<file path="src/rtl/apd_pkg.sv">
// Shared definitions for the automatic power-down controller.
// Assumes: port-class indices below are the bit positions of port_oe.
package apd_pkg;
    localparam int PORT_CLASSES = 5;

    typedef enum int {
        PC_MCU_IO    = 0,
        PC_LOGIC_OUT = 1,
        PC_ADDR_OUT  = 2,
        PC_DATA      = 3,
        PC_PERIPH    = 4
    } port_class_e;

    // True for port classes that are tri-stated while powered down.
    function automatic logic floats_in_pd(int idx);
        return (idx == PC_DATA) || (idx == PC_PERIPH);
    endfunction
endpackage

</file>
<file path="src/rtl/apd_strobe_sync.sv">
// Brings the asynchronous address strobe into the clk domain.
// It uses a two-flop synchroniser followed by a rising-edge detector.
// Output: a one-cycle activity pulse for each rising edge seen.
// Assumes: the strobe stays high or low for at least two clk periods.
module apd_strobe_sync (
    input  logic clk,
    input  logic rst_n,
    input  logic strobe_in,
    output logic activity
);
    logic [1:0] sync_q;
    logic       last_q;

    // Synchronise the strobe, then keep one older sample for edge detection.
    always_ff @(posedge clk) begin
        if (!rst_n) begin
            sync_q <= '0;
            last_q <= 1'b0;
        end else begin
            sync_q <= {sync_q[0], strobe_in};
            last_q <= sync_q[1];
        end
    end

    // Rising edge of the synchronised strobe.
    always_comb activity = sync_q[1] & ~last_q;


    act_single_chk: assert property (@(posedge clk) disable iff (!rst_n)
        activity |=> !activity);
endmodule

</file>
<file path="src/rtl/apd_idle_timer.sv">
// Saturating idle counter and power-down flag.
// The counter advances on every clock edge where no wake condition holds.
// The flag is set on the edge where the counter reaches IDLE_LIMIT.
// Assumes: enable and cs_n are synchronous to clk.
module apd_idle_timer #(
    parameter int IDLE_LIMIT = 15
) (
    input  logic clk,
    input  logic rst_n,
    input  logic enable,
    input  logic cs_n,
    input  logic activity,
    output logic pd
);
    localparam int CNT_W = $clog2(IDLE_LIMIT + 1);
    localparam logic [CNT_W-1:0] LIMIT_C = CNT_W'(IDLE_LIMIT);

    logic [CNT_W-1:0] cnt_q;
    logic [CNT_W-1:0] cnt_next;
    logic             wake;

    // Wake sources: strobe activity, chip select, or the enable cleared.
    always_comb wake = activity | ~cs_n | ~enable;

    // Next count: clear on wake, otherwise count up and saturate.
    always_comb begin
        if (wake)
            cnt_next = '0;
        else if (cnt_q != LIMIT_C)
            cnt_next = cnt_q + CNT_W'(1);
        else
            cnt_next = cnt_q;
    end

    // Register the count and the flag; the flag follows the saturated count.
    always_ff @(posedge clk) begin
        if (!rst_n) begin
            cnt_q <= '0;
            pd    <= 1'b0;
        end else begin
            cnt_q <= cnt_next;
            pd    <= (cnt_next == LIMIT_C);
        end
    end


    en_low_chk: assert property (@(posedge clk) disable iff (!rst_n)
        !enable |=> (!pd && cnt_q == '0));

    entry_count_chk: assert property (@(posedge clk) disable iff (!rst_n)
        $rose(pd) |-> ($past(cnt_q) == LIMIT_C - CNT_W'(1)));

    act_wake_chk: assert property (@(posedge clk) disable iff (!rst_n)
        activity |=> !pd);

    cs_wake_chk: assert property (@(posedge clk) disable iff (!rst_n)
        !cs_n |=> !pd);

    pd_hold_chk: assert property (@(posedge clk) disable iff (!rst_n)
        (pd && enable && cs_n && !activity) |=> pd);
endmodule

</file>
<file path="src/rtl/apd_port_ctrl.sv">
// Turns the power-down flag into standby requests, bus isolation,
// gating enables for the logic arrays, and output enables for each port class.
// Assumes: clk and rst_n are used only by the local checks.
module apd_port_ctrl
    import apd_pkg::*;
#(
    parameter int N_MEM = 2
) (
    input  logic                    clk,
    input  logic                    rst_n,
    input  logic                    pd,
    input  logic                    blk_ctrl_en,
    input  logic                    blk_clk_en,
    output logic [N_MEM-1:0]        mem_stby,
    output logic                    bus_iso,
    output logic                    ctrl_pass,
    output logic                    clk_pass,
    output logic [PORT_CLASSES-1:0] port_oe
);
    // One standby request per memory.
    for (genvar m = 0; m < N_MEM; m++) begin : g_mem
        assign mem_stby[m] = pd;
    end

    // Cut the bus off from the arrays while powered down.
    always_comb bus_iso = pd;

    // Gates into the logic arrays: closed only when powered down and the block bit is set.
    always_comb begin
        ctrl_pass = ~(pd & blk_ctrl_en);
        clk_pass  = ~(pd & blk_clk_en);
    end

    // For each port class: float it in power-down or keep it driven.
    for (genvar p = 0; p < PORT_CLASSES; p++) begin : g_port
        if (floats_in_pd(p)) begin : g_float
            assign port_oe[p] = ~pd;
        end else begin : g_hold
            assign port_oe[p] = 1'b1;
        end
    end


    oe_normal_chk: assert property (@(posedge clk) disable iff (!rst_n)
        !pd |-> (&port_oe));

    oe_float_chk: assert property (@(posedge clk) disable iff (!rst_n)
        pd |-> (!port_oe[PC_DATA] && !port_oe[PC_PERIPH] && port_oe[PC_MCU_IO]));

    clk_gate_chk: assert property (@(posedge clk) disable iff (!rst_n)
        (!clk_pass || !ctrl_pass) |-> pd);

    stby_iso_chk: assert property (@(posedge clk) disable iff (!rst_n)
        bus_iso |-> (&mem_stby));
endmodule

</file>
<file path="src/rtl/apd_ctrl.sv">
// Top of the automatic power-down controller.
// It chains the strobe synchroniser, the idle timer and the port/gate decode.
// Assumes: clk is free-running and is never gated by blk_clk_en.
module apd_ctrl
    import apd_pkg::*;
#(
    parameter int IDLE_LIMIT = 15,
    parameter int N_MEM      = 2
) (
    input  logic                    clk,
    input  logic                    rst_n,
    input  logic                    strobe,
    input  logic                    cs_n,
    input  logic                    apd_en,
    input  logic                    blk_ctrl_en,
    input  logic                    blk_clk_en,
    output logic                    pd,
    output logic [N_MEM-1:0]        mem_stby,
    output logic                    bus_iso,
    output logic                    ctrl_pass,
    output logic                    clk_pass,
    output logic [PORT_CLASSES-1:0] port_oe
);
    logic activity;

    apd_strobe_sync u_sync (
        .clk       (clk),
        .rst_n     (rst_n),
        .strobe_in (strobe),
        .activity  (activity)
    );

    apd_idle_timer #(.IDLE_LIMIT(IDLE_LIMIT)) u_timer (
        .clk      (clk),
        .rst_n    (rst_n),
        .enable   (apd_en),
        .cs_n     (cs_n),
        .activity (activity),
        .pd       (pd)
    );

    apd_port_ctrl #(.N_MEM(N_MEM)) u_ports (
        .clk         (clk),
        .rst_n       (rst_n),
        .pd          (pd),
        .blk_ctrl_en (blk_ctrl_en),
        .blk_clk_en  (blk_clk_en),
        .mem_stby    (mem_stby),
        .bus_iso     (bus_iso),
        .ctrl_pass   (ctrl_pass),
        .clk_pass    (clk_pass),
        .port_oe     (port_oe)
    );


    reset_clear_chk: assert property (@(posedge clk)
        !rst_n |=> (!pd && !bus_iso && ctrl_pass && clk_pass));

    pd_entry_cs_chk: assert property (@(posedge clk) disable iff (!rst_n)
        $rose(bus_iso) |-> $past(cs_n && apd_en));
endmodule

</file>
<file path="config.mk">
export PLATFORM = sky130hd
export DESIGN_NAME = apd_ctrl
export DESIGN_NICKNAME = d
export VERILOG_FILES = /design/src/rtl/apd_pkg.sv /design/src/rtl/apd_strobe_sync.sv /design/src/rtl/apd_idle_timer.sv /design/src/rtl/apd_port_ctrl.sv /design/src/rtl/apd_ctrl.sv
export SDC_FILE = /design/constraint.sdc
export NUM_CORES = 1
export LEC_CHECK = 0
export BUFFER_PORTS_ARGS = -buffer_cell sky130_fd_sc_hd__buf_2
export CORE_MARGIN = 3
export CORE_UTILIZATION = 24
export CTS_CLUSTER_DIAMETER = 60
export CTS_CLUSTER_SIZE = 16
export DETAILED_ROUTE_END_ITERATION = 12
export GPL_ROUTABILITY_DRIVEN = 0
export PLACE_DENSITY_LB_ADDON = 0.05
export SYNTH_ARGS = -nofsm -noshare
export SYNTH_HDL_FRONTEND = slang
export SYNTH_SLANG_ARGS = --single-unit
</file>
<file path="constraint.sdc">
create_clock -name clk -period 2.75 [get_ports clk]
set_input_delay 0.4125 -clock clk [delete_from_list [all_inputs] [get_ports clk]]
set_output_delay 0.4125 -clock clk [all_outputs]
set_load 0.01 [all_outputs]
</file>
# --- After elaboration in Yosys (flattened, before gate mapping) ---
# Index checks and enable logic that the tools add are counted.
word_totals:
  regBits: 8
  wordCells: 20
  out_inout_bits: 11
op_classes:
  addsub: 1
  bitwise: 11
  muxes: 2
  n_eq_ne: 2
op_table:
  columns: ["operator", "count"]
  rows:
  - ["$mux 4", 2]
  - ["$not 1->1", 6]
  - ["$add 4x1->4 const B", 1]
  - ["$eq 4x4->1 const B", 1]
  - ["$ne 4x4->1 const B", 1]
  - ["$and 1x1->1", 3]
  - ["$or 1x1->1", 2]

# --- Depth between registers and ports, before layout ---
# Gate-level depths: netlist of the first run.
depth:
  word_depth: 6
  ltp_mapped: 4
  depth_no_buf: 4

# --- Modules after synthesis ---
# Synthesis of the first run repeated with hierarchy kept, for this count alone.
hier_totals:
  cells_unflattened: 42
  area_unflattened_um2: 392.9
modules_own_cells:
  columns: ["mod", "seq_area_each_um2", "cells_each", "n_inst", "area_per_inst_um2"]
  rows:
  - ["apd_idle_timer", 100.1, 24, 1, 232.7]
  - ["apd_strobe_sync", 60.1, 7, 1, 92.6]
  - ["apd_port_ctrl", 0.0, 11, 1, 67.6]

# --- Least setup slack after synthesis of the first run ---
# OpenSTA, ideal clock, no wires.
synth_path:
  path_kind: "flip-flop to flip-flop"
  startpoint: "reg u_timer.cnt_q[0]"
  endpoint: "reg u_timer.pd"
  arrival_ns: 1.074
  n_path_buf: 0
  stages_incl_launch_ff: 5
  period_less_slack_ns: 1.205
  path_slack_ns: 1.545
  cell_sequence: "dfxtp_1 -> ha_1 -> and4bb_1 -> nor3_2 -> nor3b_2"
synth_between:
  elab_chain_cells: 4
  elab_cells_between_ends: 5
  cone_classes: "add/sub (1); eq/ne (2); mux (2)"
synth_lines:
  columns: ["item", "line", "source"]
  rows:
  - ["from (decl)", "apd_idle_timer.sv:18", "logic [CNT_W-1:0] cnt_q;"]
  - ["from (signal assigned)", "apd_idle_timer.sv:41", "cnt_q <= cnt_next;"]
  - ["$add 4x1->4 or $ne 4x4->1 (tied branches)", "apd_idle_timer.sv:30, apd_idle_timer.sv:29", null]
  - ["$mux 4 (*)", "apd_idle_timer.sv:29", "else if (cnt_q != LIMIT_C)"]
  - ["$mux 4 (*)", "apd_idle_timer.sv:27", "if (wake)"]
  - ["$eq 4x4->1 (*)", "apd_idle_timer.sv:42", "pd <= (cnt_next == LIMIT_C);"]
  - ["to (signal assigned)", "apd_idle_timer.sv:42", null]
  - ["to (decl)", "apd_idle_timer.sv:13", "output logic pd"]
# Every way passes the cells marked *; elsewhere a longest branch is shown, timed or not.
# A chain may end at the register's enable or synchronous reset.

# --- Final worst setup path of the first run ---
# Ends and elaborated chain as after synthesis.

==> results.toml, run 1 <==
[hold_path]
worst_hold_path.endpoint = "u_sync.sync_q[0]$_SDFF_PN0_"
holdCritStartpoint = "strobe"
hold_class = "in2reg"
holdPathStages = 2

[synth]
synth_top_area_share_pct = 40.1
synth_seq_cells = 8
yosysSeqAreaShare_pct = 40.1
synth_top_cell_by_area = "dfxtp_1"
synthArstFlopShare_pct = 0
synthDistinctLibCells = 19
yosysMostFrequentCell = "dfxtp_1"
yosys-top-cells-area = "dfxtp_1 40%, buf_4 13%, and4bb_1 6.3%"
synth_ff_type = "dfxtp_1"
yosysWarnings = 0
syn_area_per_cell_um2 = 9.28
synth-edff-count = 0
netlist_instances = 43
netlist_area_um2 = 399
synth_common_cells = "8 x dfxtp_1, 7 x buf_4, 4 x nor2_1, 3 x and2_1, 3 x nand2_1"

[drt]
routedWlPerCell_um = 9.58
drt-total-wl_um = 680
firstDrtPassIters = 4
ant_nets = 0
via_per_inst = 4.39
vias = 312
route.detailed.drc = 0
initialDrtViolationCount = 5

[clock_tree]
htree_num_levels = 1
tritoncts = "yes"
clockBufferDepth = 2
hold_buffers = 0
clkSlewWorstSetupHoldPaths_ns = 0.05
numCtsBuffers = 3
cts_sinks = 8
root_buffer = "clkbuf_4"
cts_resized = 0
post-cts-setup-buffers = 0
clkLatencyLatePin_ns = 0.25

[timing]
fin_hold_ws_ns = 0.373
rsz0062_at_grt = "no"
slew_headroom_pct = 65.1
tns_ns = 0
fmax_mhz = 783
post-route-period-util_pct = 46.4
setup_viol = 0
worstMarginPinSlew_ns = 0.522
fin_ws_ns = 1.47
final.setup_skew_ns = 0.00445
min_period_ns = 1.28
slew_viol_final = 0
hold_viol = 0

[placement]
portBuffers = 14
pre_cts_ws_ns = 1.47
dp_cells = 68
post_dp_cell_area_um2 = 444
dpl.hpwl_um = 558

[job]
maxCapViolCount = 0

[final_layout]
postLayoutCellArea_um2 = 467
nets = 65
final_util_pct = 30.3
num-fill-cells = 167
syn_to_final_growth_pct = 16.9
drive_gt1_share_pct = 34.5
fin_cells = 71
antenna_cells = 0

[worst_setup_path]
slowest_stage = "dfxtp_1"
reg2reg_depth = 4
worstPathCellList = "ha_1, and4bb_1, nor3_2, nor3b_2"
reg2reg_slack_ns = 1.47
critPathArrivalTime_ns = 1.40
critical_path.max_fanout = 7
rr_startpoint = "u_timer.cnt_q[0]$_SDFF_PN0_"
cp-start-kind = "register"
r2r_end = "u_timer.pd$_SDFF_PN0_"
cpPeakStageDelay_ns = 0.42
cp-end-kind = "register"
criticalPathCategory = "reg2reg"
crit_required_ns = 2.87

[floorplan]
core_um2 = 1540
core.rowCount = 14
fp.dieArea_um2 = 2190
boundaryPins = 18
die_w_um = 46.8
fp.dieH_um = 46.8
start_util_pct = 25.9

[global_routing]
grt_pass1_wl_um = 1080
grt_max_degree = 9
grt_overflow = 0
antenna_found_initial = 0
grt_usage_pct = 7.64
grt_pass1_vias = 284

[power_and_ir_drop]
ir_drop_mv = 0.194
power.density_nw_per_um2 = 465
power.leakage_nw = 0.207
p_total_mw = 0.217

[outcome]
status = "completed"
## layout by cell type, fill, tap and decap left out, drive strengths merged
cell      n
and4      1
buf      14
nor3b     2
a31oi     1
nor2      4
mux2i     1
ha        1
o2111ai   1
nor3      3
and2      3
conb      3
nand3     2
xnor2     1
nand2     3
and4bb    2
dfxtp     8
clkbuf    3
inv       2
## area by class of cell
type                       instances  area, µm²  area share [%]
clock buffer                       3       22.5            4.83
tap                               16       20.0            4.29
sequential                         8        160            34.3
timing repair buffer              14       70.1            15.0
multi-input combinational         28        186            39.9
inverter                           2       7.51            1.61
## sequential cells by signal (all words and copies together) (netlist names)
signal and cells:
u_timer.cnt_q 4, u_sync.sync_q 2, u_sync.last_q 1, u_timer.pd 1
## logic make-up (layout without fill, tap and decap cells)
| logic type | after synthesis | after routing | share of synthesized area, % |
|---|---|---|---|
| and+or+nand+nor | 20 | 20 | 32.3 |
| buffers and inverters | 9 | 19 | 15.0 |
| DFF | 8 | 8 | 40.1 |
| AOI/OAI and AO/OA | 2 | 2 | 3.76 |
| adders and majority gates | 1 | 1 | 3.13 |
| other | 1 | 3 | 0.940 |
| xor gates and xnor gates | 1 | 1 | 2.19 |
| muxes | 1 | 1 | 2.51 |
## how the worst max path moves through the flow
stage | depth (start not counted) | slack, ns | end | startpoint
floorplan | 4 | 1.54 | u_timer.pd$_SDFF_PN0_ | u_timer.cnt_q[0]$_SDFF_PN0_
CTS | 2 | 1.46 | clk_pass | u_timer.pd$_SDFF_PN0_
global route | 4 | 1.37 | u_timer.pd$_SDFF_PN0_ | u_timer.cnt_q[0]$_SDFF_PN0_
finish | 4 | 1.47 | u_timer.pd$_SDFF_PN0_ | u_timer.cnt_q[0]$_SDFF_PN0_
global placement | 4 | 1.49 | u_timer.pd$_SDFF_PN0_ | u_timer.cnt_q[0]$_SDFF_PN0_
detailed placement | 4 | 1.47 | u_timer.pd$_SDFF_PN0_ | u_timer.cnt_q[0]$_SDFF_PN0_
## power by group
part | internal [mW] | leakage (nW) | switching, mW
Clock | 0.0497 | 0.0138 | 0.0360
Combinational | 0.00555 | 0.128 | 0.00584
Sequential | 0.119 | 0.0651 | 0.00160
## worst max-delay path, delay by kind of cell (launching register included)
family / cells / cell delay (ns)
simple gates: 3 / 0.45
flops: 1 / 0.42
fa+ha+maj: 1 / 0.29
## metal layers
layer,vias up,part of all wire [%],GRT usage (%)
met5,-,0,0
met1,131,39,6.71
li1,164,-,-
met3,2,11,3.45
met2,15,49,12.2
met4,0,1.8,8.29
No activity file was read; power rests on OpenSTA's default activity.
==> run 2, diff against run 1 <==
- clock period: 2.75 -> 1.3 ns (I/O delays scaled with it)
==> run 2 against run 1 <==
Via count up 8.0%. Maximum frequency up 6.1%. Global-route usage up 0.37 points. Register-to-register slack worse by 1.4 ns. Utilization up 1.1 points. Non-clock buffer count up 2. Cell count up 2.8%. Sequential cell count unchanged. Routed wire length up 12%. Clock power up 120%. Power up 120%. Critical endpoint unchanged. Largest power group unchanged. Highest routed layer unchanged.
==> results.toml, run 2 (synthesized netlist as in run 1, its figures left out) <==
[outcome]
status = "completed"

[power_and_ir_drop]
combPwrFrac_pct = 6.2
pwr-share-seq_pct = 53.6
ir_drop_mv = 0.605
p_total_mw = 0.472
power.switching_mw = 0.100
p_clk_share_pct = 40.1
sw_frac_of_total_pct = 21.3
power.leakage_nw = 0.217
p_int_mw = 0.371
power.density_nw_per_um2 = 976

[timing]
fmax_mhz = 831
tns_ns = 0
slew_viol_final = 0
post-route-period-util_pct = 92.6
min_period_ns = 1.20
final.setup_skew_ns = 0.00567
hold_viol = 0
setup_viol = 0
fin_ws_ns = 0.0965
rsz0062_at_grt = "no"
fin_hold_ws_ns = 0.158

[global_routing]
grt_pass1_vias = 286
grt_max_degree = 9
grt_overflow = 0
antenna_found_initial = 0
grt_pass1_wl_um = 1170
grt_usage_pct = 8.01

[final_layout]
multi_input_area_um2 = 186
largest_reg_flops = 4
drive_gt1_share_pct = 38.6
fin_cells = 73
largest_registers = "u_timer.cnt_q (4), u_sync.sync_q (2)"
regMostFlops = "u_timer.cnt_q"
nets = 67
most-common-layout-cells = "14 x buf_2, 7 x dfxtp_1, 4 x nor2_1"
antenna_cells = 0
syn_to_final_growth_pct = 21.0
postLayoutCellArea_um2 = 483
final_util_pct = 31.3
final_common_cell = "buf_2"
num-fill-cells = 172
register_area_um2 = 161

[floorplan]
boundaryPins = 18
fp.dieH_um = 46.8
core.rowCount = 14
fp.dieArea_um2 = 2190
die_w_um = 46.8
core_um2 = 1540
start_util_pct = 25.9

[worst_setup_path]
criticalPathCategory = "reg2reg"
worstPathCellList = "ha_1, and4bb_1, nor3_2, nor3b_2"
cp-end-kind = "register"
critPathArrivalTime_ns = 1.35
r2r_end = "u_timer.pd$_SDFF_PN0_"
rr_startpoint = "u_timer.cnt_q[1]$_SDFF_PN0_"
crit_start = "u_timer.cnt_q[1]$_SDFF_PN0_"
worstSetupPathDepth = 4
critical_path.max_fanout = 5
reg2reg_slack_ns = 0.1
crit_family = "simple AND/OR/NAND/NOR gates"
crit_required_ns = 1.44
crit_buf_inv = 0
cp-start-kind = "register"
cpPeakStageDelay_ns = 0.34
endpoint = "u_timer.pd$_SDFF_PN0_"
slowest_stage = "dfxtp_2"
reg2reg_depth = 4

[clock_tree]
clkLatencyLatePin_ns = 0.25
clkSlewWorstSetupHoldPaths_ns = 0.06
tritoncts = "yes"
numCtsBuffers = 3
htree_num_levels = 1
root_buffer = "clkbuf_4"
cts_sinks = 8
clockBufferDepth = 2

[drt]
routedWlPerCell_um = 10.4
initialDrtViolationCount = 5
drt-total-wl_um = 759
vias = 337
route.detailed.drc = 0
firstDrtPassIters = 3
via_per_inst = 4.62
ant_nets = 0

[placement]
dp_cells = 70
pre_cts_ws_ns = 0.0768
post_dp_cell_area_um2 = 459
portBuffers = 14

[job]
maxCapViolCount = 0

[hold_path]
hold_class = "in2reg"
## run 2: cell count changes in the layout (fill, tap and decap cells not counted)
cell	change
dfxtp_1	-1
dfxtp_2	+1
buf_4	+2
## run 2: layer usage
metal	track usage [%]	vias up	share of wire (%)
met5	0	-	0
met2	13.0	13	48
li1	-	167	-
met4	6.63	0	1.6
met1	7.82	155	41
met3	3.45	2	9.4
## run 2: worst min path at each step
stage            from                          end  cells after the start
2_1_floorplan   rst_n  u_sync.sync_q[0]$_SDFF_PN0_                      1
3_3_place_gp   strobe  u_sync.sync_q[0]$_SDFF_PN0_                      2
3_5_place_dp   strobe  u_sync.sync_q[0]$_SDFF_PN0_                      2
4_1_cts        strobe  u_sync.sync_q[0]$_SDFF_PN0_                      2
5_1_grt        strobe  u_sync.sync_q[0]$_SDFF_PN0_                      2
6_report       strobe  u_sync.sync_q[0]$_SDFF_PN0_                      2
## run 2: power by group through the flow
stage | clock [mW] | sequential (mW) | combinational [mW]
after floorplan | 0 | 0.259 | 0.0194
final | 0.189 | 0.253 | 0.0293
after global placement | 0 | 0.258 | 0.0277
after CTS | 0.198 | 0.253 | 0.0293
after global routing | 0.217 | 0.253 | 0.0334
after detailed placement | 0 | 0.258 | 0.0292
## run 2: layout make-up
class / count / share of cell area, %
multi-input combinational: 28 / 38.6
sequential: 8 / 33.4
clock buffer: 3 / 4.66
timing repair buffer: 16 / 17.6
inverter: 2 / 1.55
tap: 16 / 4.15
## run 2: what timing repair did
action,in CTS,in global routing
endpoints found under the setup margin,0,1
hold buffers,0,0
setup buffers,0,0
resized for setup,0,1
